## src/rtl/gct_pkg.sv

```systemverilog
package gct_pkg;
  localparam int BUS_W       = 32;
  localparam int CFG_ADDR    = 'h00;
  localparam int CNT_LO_ADDR = 'h10;
  localparam int CNT_HI_ADDR = 'h14;
  localparam int CMP_BASE    = 'h20;
  localparam int CMP_STRIDE  = 8;
  localparam int HALT_BIT    = 28;
  localparam int WCODE_LSB   = 24;
  localparam int WCODE_W     = 4;

  function automatic logic [WCODE_W-1:0] width_code(input int cnt_w);
    return WCODE_W'((cnt_w - 32) / 4);
  endfunction
endpackage

```

## src/rtl/gct_counter.sv

```systemverilog
module gct_counter #(
  parameter int CNT_W = 64
) (
  input  logic               clk,
  input  logic               rst,
  input  logic               tick,
  input  logic               halt,
  input  logic               wr_lo,
  input  logic               wr_hi,
  input  logic [CNT_W/2-1:0] wdata,
  output logic [CNT_W-1:0]   cnt_q
);
  localparam int HALF_W = CNT_W / 2;

  always_ff @(posedge clk) begin
    if (rst) begin
      cnt_q <= '0;
    end else if (wr_lo || wr_hi) begin
      if (wr_lo) cnt_q[HALF_W-1:0]     <= wdata;
      if (wr_hi) cnt_q[CNT_W-1:HALF_W] <= wdata;
    end else if (tick && !halt) begin
      cnt_q <= cnt_q + 1'b1;
    end
  end


  cnt_inc_chk: assert property (@(posedge clk) disable iff (rst)
    (tick && !halt && !wr_lo && !wr_hi) |=> cnt_q == $past(cnt_q) + 1'b1);


  halt_hold_chk: assert property (@(posedge clk) disable iff (rst)
    (halt && !wr_lo && !wr_hi) |=> $stable(cnt_q));


  wr_lo_chk: assert property (@(posedge clk) disable iff (rst)
    (wr_lo && !wr_hi) |=> (cnt_q[HALF_W-1:0] == $past(wdata)) &&
                          (cnt_q[CNT_W-1:HALF_W] == $past(cnt_q[CNT_W-1:HALF_W])));
endmodule

```

## src/rtl/gct_cmp_unit.sv

```systemverilog
module gct_cmp_unit #(
  parameter int CNT_W = 64
) (
  input  logic               clk,
  input  logic               rst,
  input  logic [CNT_W-1:0]   cnt,
  input  logic               wr_lo,
  input  logic               wr_hi,
  input  logic [CNT_W/2-1:0] wdata,
  output logic [CNT_W-1:0]   cmp_q,
  output logic               irq_q
);
  localparam int HALF_W = CNT_W / 2;

  logic wr_any;
  logic hit;

  assign wr_any = wr_lo || wr_hi;
  assign hit    = (cnt == cmp_q);

  always_ff @(posedge clk) begin
    if (rst) begin
      cmp_q <= '1;
    end else begin
      if (wr_lo) cmp_q[HALF_W-1:0]     <= wdata;
      if (wr_hi) cmp_q[CNT_W-1:HALF_W] <= wdata;
    end
  end

  always_ff @(posedge clk) begin
    if (rst)         irq_q <= 1'b0;
    else if (wr_any) irq_q <= 1'b0;
    else if (hit)    irq_q <= 1'b1;
  end


  cmp_rst_chk: assert property (@(posedge clk)
    rst |=> (cmp_q == '1) && !irq_q);


  irq_set_chk: assert property (@(posedge clk) disable iff (rst)
    (cnt == cmp_q && !wr_any) |=> irq_q);


  irq_hold_chk: assert property (@(posedge clk) disable iff (rst)
    (irq_q && !wr_any) |=> irq_q);


  irq_clr_chk: assert property (@(posedge clk) disable iff (rst)
    wr_any |=> !irq_q);
endmodule

```

## src/rtl/gct_rdmux.sv

```systemverilog
module gct_rdmux
  import gct_pkg::*;
#(
  parameter int CNT_W   = 64,
  parameter int NUM_CPU = 2,
  parameter int ADDR_W  = 8
) (
  input  logic                     clk,
  input  logic                     rst,
  input  logic                     rd_en,
  input  logic [ADDR_W-1:0]        addr,
  input  logic                     halt,
  input  logic [CNT_W-1:0]         cnt,
  input  logic [NUM_CPU*CNT_W-1:0] cmp_flat,
  output logic [BUS_W-1:0]         rd_data
);
  localparam int HALF_W = CNT_W / 2;
  localparam logic [WCODE_W-1:0] WCODE = width_code(CNT_W);

  logic [BUS_W-1:0] nxt;
  logic             hit;

  always_comb begin
    nxt = '0;
    hit = 1'b0;
    if (addr == ADDR_W'(CFG_ADDR)) begin
      hit = 1'b1;
      nxt[HALT_BIT] = halt;
      nxt[WCODE_LSB +: WCODE_W] = WCODE;
    end
    if (addr == ADDR_W'(CNT_LO_ADDR)) begin
      hit = 1'b1;
      nxt = cnt[HALF_W-1:0];
    end
    if (addr == ADDR_W'(CNT_HI_ADDR)) begin
      hit = 1'b1;
      nxt = cnt[CNT_W-1:HALF_W];
    end
    for (int p = 0; p < NUM_CPU; p++) begin
      if (addr == ADDR_W'(CMP_BASE + CMP_STRIDE*p)) begin
        hit = 1'b1;
        nxt = cmp_flat[p*CNT_W +: HALF_W];
      end
      if (addr == ADDR_W'(CMP_BASE + CMP_STRIDE*p + 4)) begin
        hit = 1'b1;
        nxt = cmp_flat[p*CNT_W + HALF_W +: HALF_W];
      end
    end
  end

  always_ff @(posedge clk) begin
    if (rst)        rd_data <= '0;
    else if (rd_en) rd_data <= nxt;
  end


  wcode_chk: assert property (@(posedge clk) disable iff (rst)
    (rd_en && addr == ADDR_W'(CFG_ADDR)) |=> rd_data[WCODE_LSB +: WCODE_W] == WCODE);


  unmapped_chk: assert property (@(posedge clk) disable iff (rst)
    (rd_en && !hit) |=> rd_data == '0);


  rd_hold_chk: assert property (@(posedge clk) disable iff (rst)
    !rd_en |=> $stable(rd_data));
endmodule

```

## src/rtl/gct_timer.sv

```systemverilog
module gct_timer
  import gct_pkg::*;
#(
  parameter int CNT_W   = 64,
  parameter int NUM_CPU = 2,
  parameter int ADDR_W  = 8
) (
  input  logic              clk,
  input  logic              rst,
  input  logic              tick,
  input  logic              bus_wr,
  input  logic              bus_rd,
  input  logic [ADDR_W-1:0] bus_addr,
  input  logic [31:0]       bus_wdata,
  output logic [31:0]       rd_data,
  output logic [NUM_CPU-1:0] irq
);
  localparam int HALF_W = CNT_W / 2;

  logic                     halt_q;
  logic [CNT_W-1:0]         cnt;
  logic [NUM_CPU*CNT_W-1:0] cmp_flat;
  logic                     cnt_wr_lo;
  logic                     cnt_wr_hi;

  assign cnt_wr_lo = bus_wr && (bus_addr == ADDR_W'(CNT_LO_ADDR));
  assign cnt_wr_hi = bus_wr && (bus_addr == ADDR_W'(CNT_HI_ADDR));

  always_ff @(posedge clk) begin
    if (rst) halt_q <= 1'b0;
    else if (bus_wr && bus_addr == ADDR_W'(CFG_ADDR)) halt_q <= bus_wdata[HALT_BIT];
  end

  gct_counter #(.CNT_W(CNT_W)) u_counter (
    .clk   (clk),
    .rst   (rst),
    .tick  (tick),
    .halt  (halt_q),
    .wr_lo (cnt_wr_lo),
    .wr_hi (cnt_wr_hi),
    .wdata (bus_wdata[HALF_W-1:0]),
    .cnt_q (cnt)
  );

  for (genvar p = 0; p < NUM_CPU; p++) begin : g_cpu
    logic wr_lo;
    logic wr_hi;
    assign wr_lo = bus_wr && (bus_addr == ADDR_W'(CMP_BASE + CMP_STRIDE*p));
    assign wr_hi = bus_wr && (bus_addr == ADDR_W'(CMP_BASE + CMP_STRIDE*p + 4));

    gct_cmp_unit #(.CNT_W(CNT_W)) u_cmp (
      .clk   (clk),
      .rst   (rst),
      .cnt   (cnt),
      .wr_lo (wr_lo),
      .wr_hi (wr_hi),
      .wdata (bus_wdata[HALF_W-1:0]),
      .cmp_q (cmp_flat[p*CNT_W +: CNT_W]),
      .irq_q (irq[p])
    );
  end

  gct_rdmux #(.CNT_W(CNT_W), .NUM_CPU(NUM_CPU), .ADDR_W(ADDR_W)) u_rdmux (
    .clk      (clk),
    .rst      (rst),
    .rd_en    (bus_rd),
    .addr     (bus_addr),
    .halt     (halt_q),
    .cnt      (cnt),
    .cmp_flat (cmp_flat),
    .rd_data  (rd_data)
  );


  halt_wr_chk: assert property (@(posedge clk) disable iff (rst)
    (bus_wr && bus_addr == ADDR_W'(CFG_ADDR)) |=> halt_q == $past(bus_wdata[HALT_BIT]));
endmodule

```

## config.mk

```make
export PLATFORM = sky130hd
export DESIGN_NAME = gct_timer
export DESIGN_NICKNAME = d
export VERILOG_FILES = /design/src/rtl/gct_pkg.sv /design/src/rtl/gct_counter.sv /design/src/rtl/gct_cmp_unit.sv /design/src/rtl/gct_rdmux.sv /design/src/rtl/gct_timer.sv
export SDC_FILE = /design/constraint.sdc
export NUM_CORES = 1
export LEC_CHECK = 0
export ABC_AREA = 1
export BUFFER_PORTS_ARGS = -buffer_cell sky130_fd_sc_hd__buf_2
export CORE_MARGIN = 2
export CORE_UTILIZATION = 50
export DETAILED_ROUTE_END_ITERATION = 8
export GPL_ROUTABILITY_DRIVEN = 0
export GPL_TIMING_DRIVEN = 0
export PLACE_DENSITY = 0.67
export SLEW_MARGIN = 20
export SYNTH_ARGS = -nofsm -noshare
export SYNTH_HDL_FRONTEND = slang
export SYNTH_SLANG_ARGS = --single-unit
```

## constraint.sdc

```tcl
create_clock -name clk -period 4 [get_ports clk]
set_input_delay 0.6 -clock clk [delete_from_list [all_inputs] [get_ports clk]]
set_output_delay 0.6 -clock clk [all_outputs]
set_load 0.02 [all_outputs]
```

==> impl_metrics.toml <==
[cts]
cts_made_buffers = 27
cts.sinks = 227
clockBufferDepth = 3
cts_root_buf = "clkbuf_16"
holdBufCountCts = 0
post_cts_resized = 0
post-cts-setup-buffers = 0
insertion_delay_ns = 0.54
cts_tree = "done"
path_clk_slew_ns = 0.06
htree_num_levels = 1

[setup_path]
start_kind = "register"
arrival_ns = 3.29
worstSetupEndpointType = "register"
crit_type = "register to register"
cp.required_ns = 4.43
crit_fanout = 8

[timing]
drv_slew = 0
fin_setup_tns_ns = 0
finClkSkew_ns = 0.00942
layout_min_cycle_time_ns = 2.86
final-hold-violation-count = 0
max_slew_margin_pct = 31.9
worst_pin_slew_ns = 1.02
min_period_over_period_pct = 71.6
finalSetupViolations = 0
max_freq_ghz = 0.349
rsz0062_at_grt = "no"

[floorplanning]
die_w_microns = 173
die_height_microns = 173
initial_utilization_pct = 50.9
ioPinCount = 79
core-area_sq_mm = 0.0279
die-area_sq_mm = 0.0298
rows = 61

[synthesis]
synth_area_sq_mm = 0.0142
synth_nets = 2357
ys_types = 31
avgSynthCellArea_sq_um = 6.16
yosysWarnings = 0
ys_ff_latch = 227
synth_seq_area_share_pct = 31.9
netlist_instances = 2311

[routing]
vias_per_cell = 5.59
drt_iter0_markers = 1867
drc = 0
vias = 15700
routedWlPerCell_microns = 19.7
routed_wl_microns = 55300
postRouteAntennaNets = 0
dr.pass1.iters = 8

[global_routing]
grt_max_degree = 14
grt_usage_pct = 35.9
grt.overflow.total = 0
grt_antenna_before_repair = 0
grt_pass1_wl_microns = 82200
grt_pass1_vias = 13900

[pwr]
leakagePower_nw = 7.11
clkPwrFrac_pct = 47.8
p_sw_share_pct = 26.7
powerDensity_mw_per_mm2 = 351
report.power.total_mw = 5.63
combPwrFrac_pct = 10.7
intPower_mw = 4.13
p_sw_mw = 1.50
seqPwrFrac_pct = 41.5
peakVddDrop_mv = 0.318

[run_status]
outcome = "complete, no violations"

[placement]
numPortBuffers = 76
hpwlAfterDp_microns = 44200

[job]
cap_violations = 0

[cells_and_area]
drive_gt1_share_pct = 9.32
antenna_cells = 0
final_nets = 2462
area_growth_syn_to_layout_pct = 12.7

[worst_hold_path]
hold_class = "input pin to register"
==> cells in the mapped netlist, drive strengths merged <==
library cell  number  share of area, %
a21boi             2              0.18
nor3               6              0.25
and2               1             0.044
nand3            104               3.7
ha                 1             0.088
xor2             110               6.8
nand4             23               1.0
o21ai            152               5.3
clkbuf            86               2.3
inv              196               5.2
a311oi             1             0.062
buf               75               2.9
o21bai             1             0.053
nand2            677                18
a21oi            141               5.0
o211ai           135               7.1
dfxtp            227                32
xnor2              1             0.062
nor2             369                10
clkinv             3             0.079
==> power by group through the flow <==
stage / logic (mW) / registers, mW / clock network (mW)
2_1_floorplan: 0.364 / 2.37 / 0
3_5_place_dp: 0.576 / 2.38 / 0
4_1_cts: 0.578 / 2.33 / 2.70
5_1_grt: 0.650 / 2.34 / 2.80
6_report: 0.603 / 2.34 / 2.70
3_3_place_gp: 0.566 / 2.38 / 0
==> state kept, by name, indices dropped and copies added (netlist names) <==
| register | count |
|---|---|
| g_cpu.u_cmp.cmp_q | 128 |
| g_cpu.u_cmp.irq_q | 2 |
| u_counter.cnt_q | 64 |
| halt_q | 1 |
| u_rdmux.rd_data | 32 |
==> metrics by stage <==
| stage | instance area, sq um | util (%) | hold WS, ns | setup slack [ns] | cells |
|---|---|---|---|---|---|
| 2_1_floorplan | 14200 | - | 0.427 | 2.16 | 2311 |
| 3_3_place_gp | 15100 | 54.0 | 0.447 | 1.40 | 2765 |
| 3_5_place_dp | 15100 | 54.0 | 0.453 | 1.35 | 2765 |
| 4_1_cts | 16000 | 57.4 | 0.293 | 1.34 | 2814 |
| 5_1_grt | 16000 | 57.4 | 0.318 | 1.10 | 2814 |
| 6_report | 16000 | 57.4 | 0.301 | 1.14 | 2814 |
==> routing by layer <==
metal / wire, microns / vias to the layer above / part of all wire [%] / GRT usage (%)
li1: - / 7600 / - / -
met1: 22700 / 7002 / 41 / 49.2
met2: 22300 / 935 / 40 / 52.9
met3: 6740 / 195 / 12 / 7.52
met4: 3570 / 0 / 6.4 / 19.2
met5: 0 / - / 0 / 0
==> cell type report <==
class	instances	area (sq um)
plain buffers	161	738
repair buffers	76	380
flip-flops and latches	227	4540
clock buffers	33	718
inverters	199	747
clock inverters	16	240
well taps	378	473
multi-input cells	1724	8200
fillers	2778	11900
==> worst max-delay path: stages (launching register included) <==
cell and delay (ns):
dfxtp_1 0.47, ha_1 0.20, buf_4 0.20, nand3_2 0.17
inv_1 0.31, nand2_1 0.23, nor2_2 0.50, nand2_1 0.24
o21ai_0 0.23, nand2_1 0.07, nand2_1 0.06, a21oi_1 0.07
==> cell families (layout without fill, tap and decap cells) <==
group           count (synthesis)  in the layout  synth area share, %
compound gates                432            432                 17.7
xor+xnor                      111            111                 6.83
fa+ha+maj                       1              1               0.0879
buf+inv                       360            485                 10.4
flops                         227            227                 31.9
simple gates                 1180           1180                 33.0
==> cell usage in the layout, fill, tap and decap left out <==
master,instances
a21boi_1,1
a21boi_4,1
a21oi_1,141
a311oi_1,1
and2_1,1
buf_2,139
buf_4,11
buf_6,1
bufinv_16,6
clkbuf_1,85
clkbuf_16,27
clkbuf_2,5
clkbuf_8,2
clkinv_1,3
clkinv_2,7
clkinvlp_4,1
dfxtp_1,227
ha_1,1
inv_1,191
inv_2,5
inv_6,2
nand2_1,673
nand2_2,4
nand3_1,102
nand3_2,2
nand4_1,23
nor2_1,356
nor2_2,11
nor2_4,2
nor3_1,5
nor3_2,1
o211ai_1,135
o21ai_0,142
o21ai_1,10
o21bai_1,1
xnor2_1,1
xor2_1,110
==> worst paths after layout <==
| check | slack [ns] | from | cells past startpoint | end |
|---|---|---|---|---|
| hold / removal | 0.30 | bus_wdata[23] | 3 | g_cpu[0].u_cmp.cmp_q[23] |
| setup reg to reg | 1.14 | u_counter.cnt_q[1] | 11 | u_counter.cnt_q[58] |
| hold reg to reg | 0.46 | u_rdmux.rd_data[16] | 2 | u_rdmux.rd_data[16] |
| setup / recovery | 1.14 | u_counter.cnt_q[1] | 11 | u_counter.cnt_q[58] |
Power figures use the tool's default switching activity.
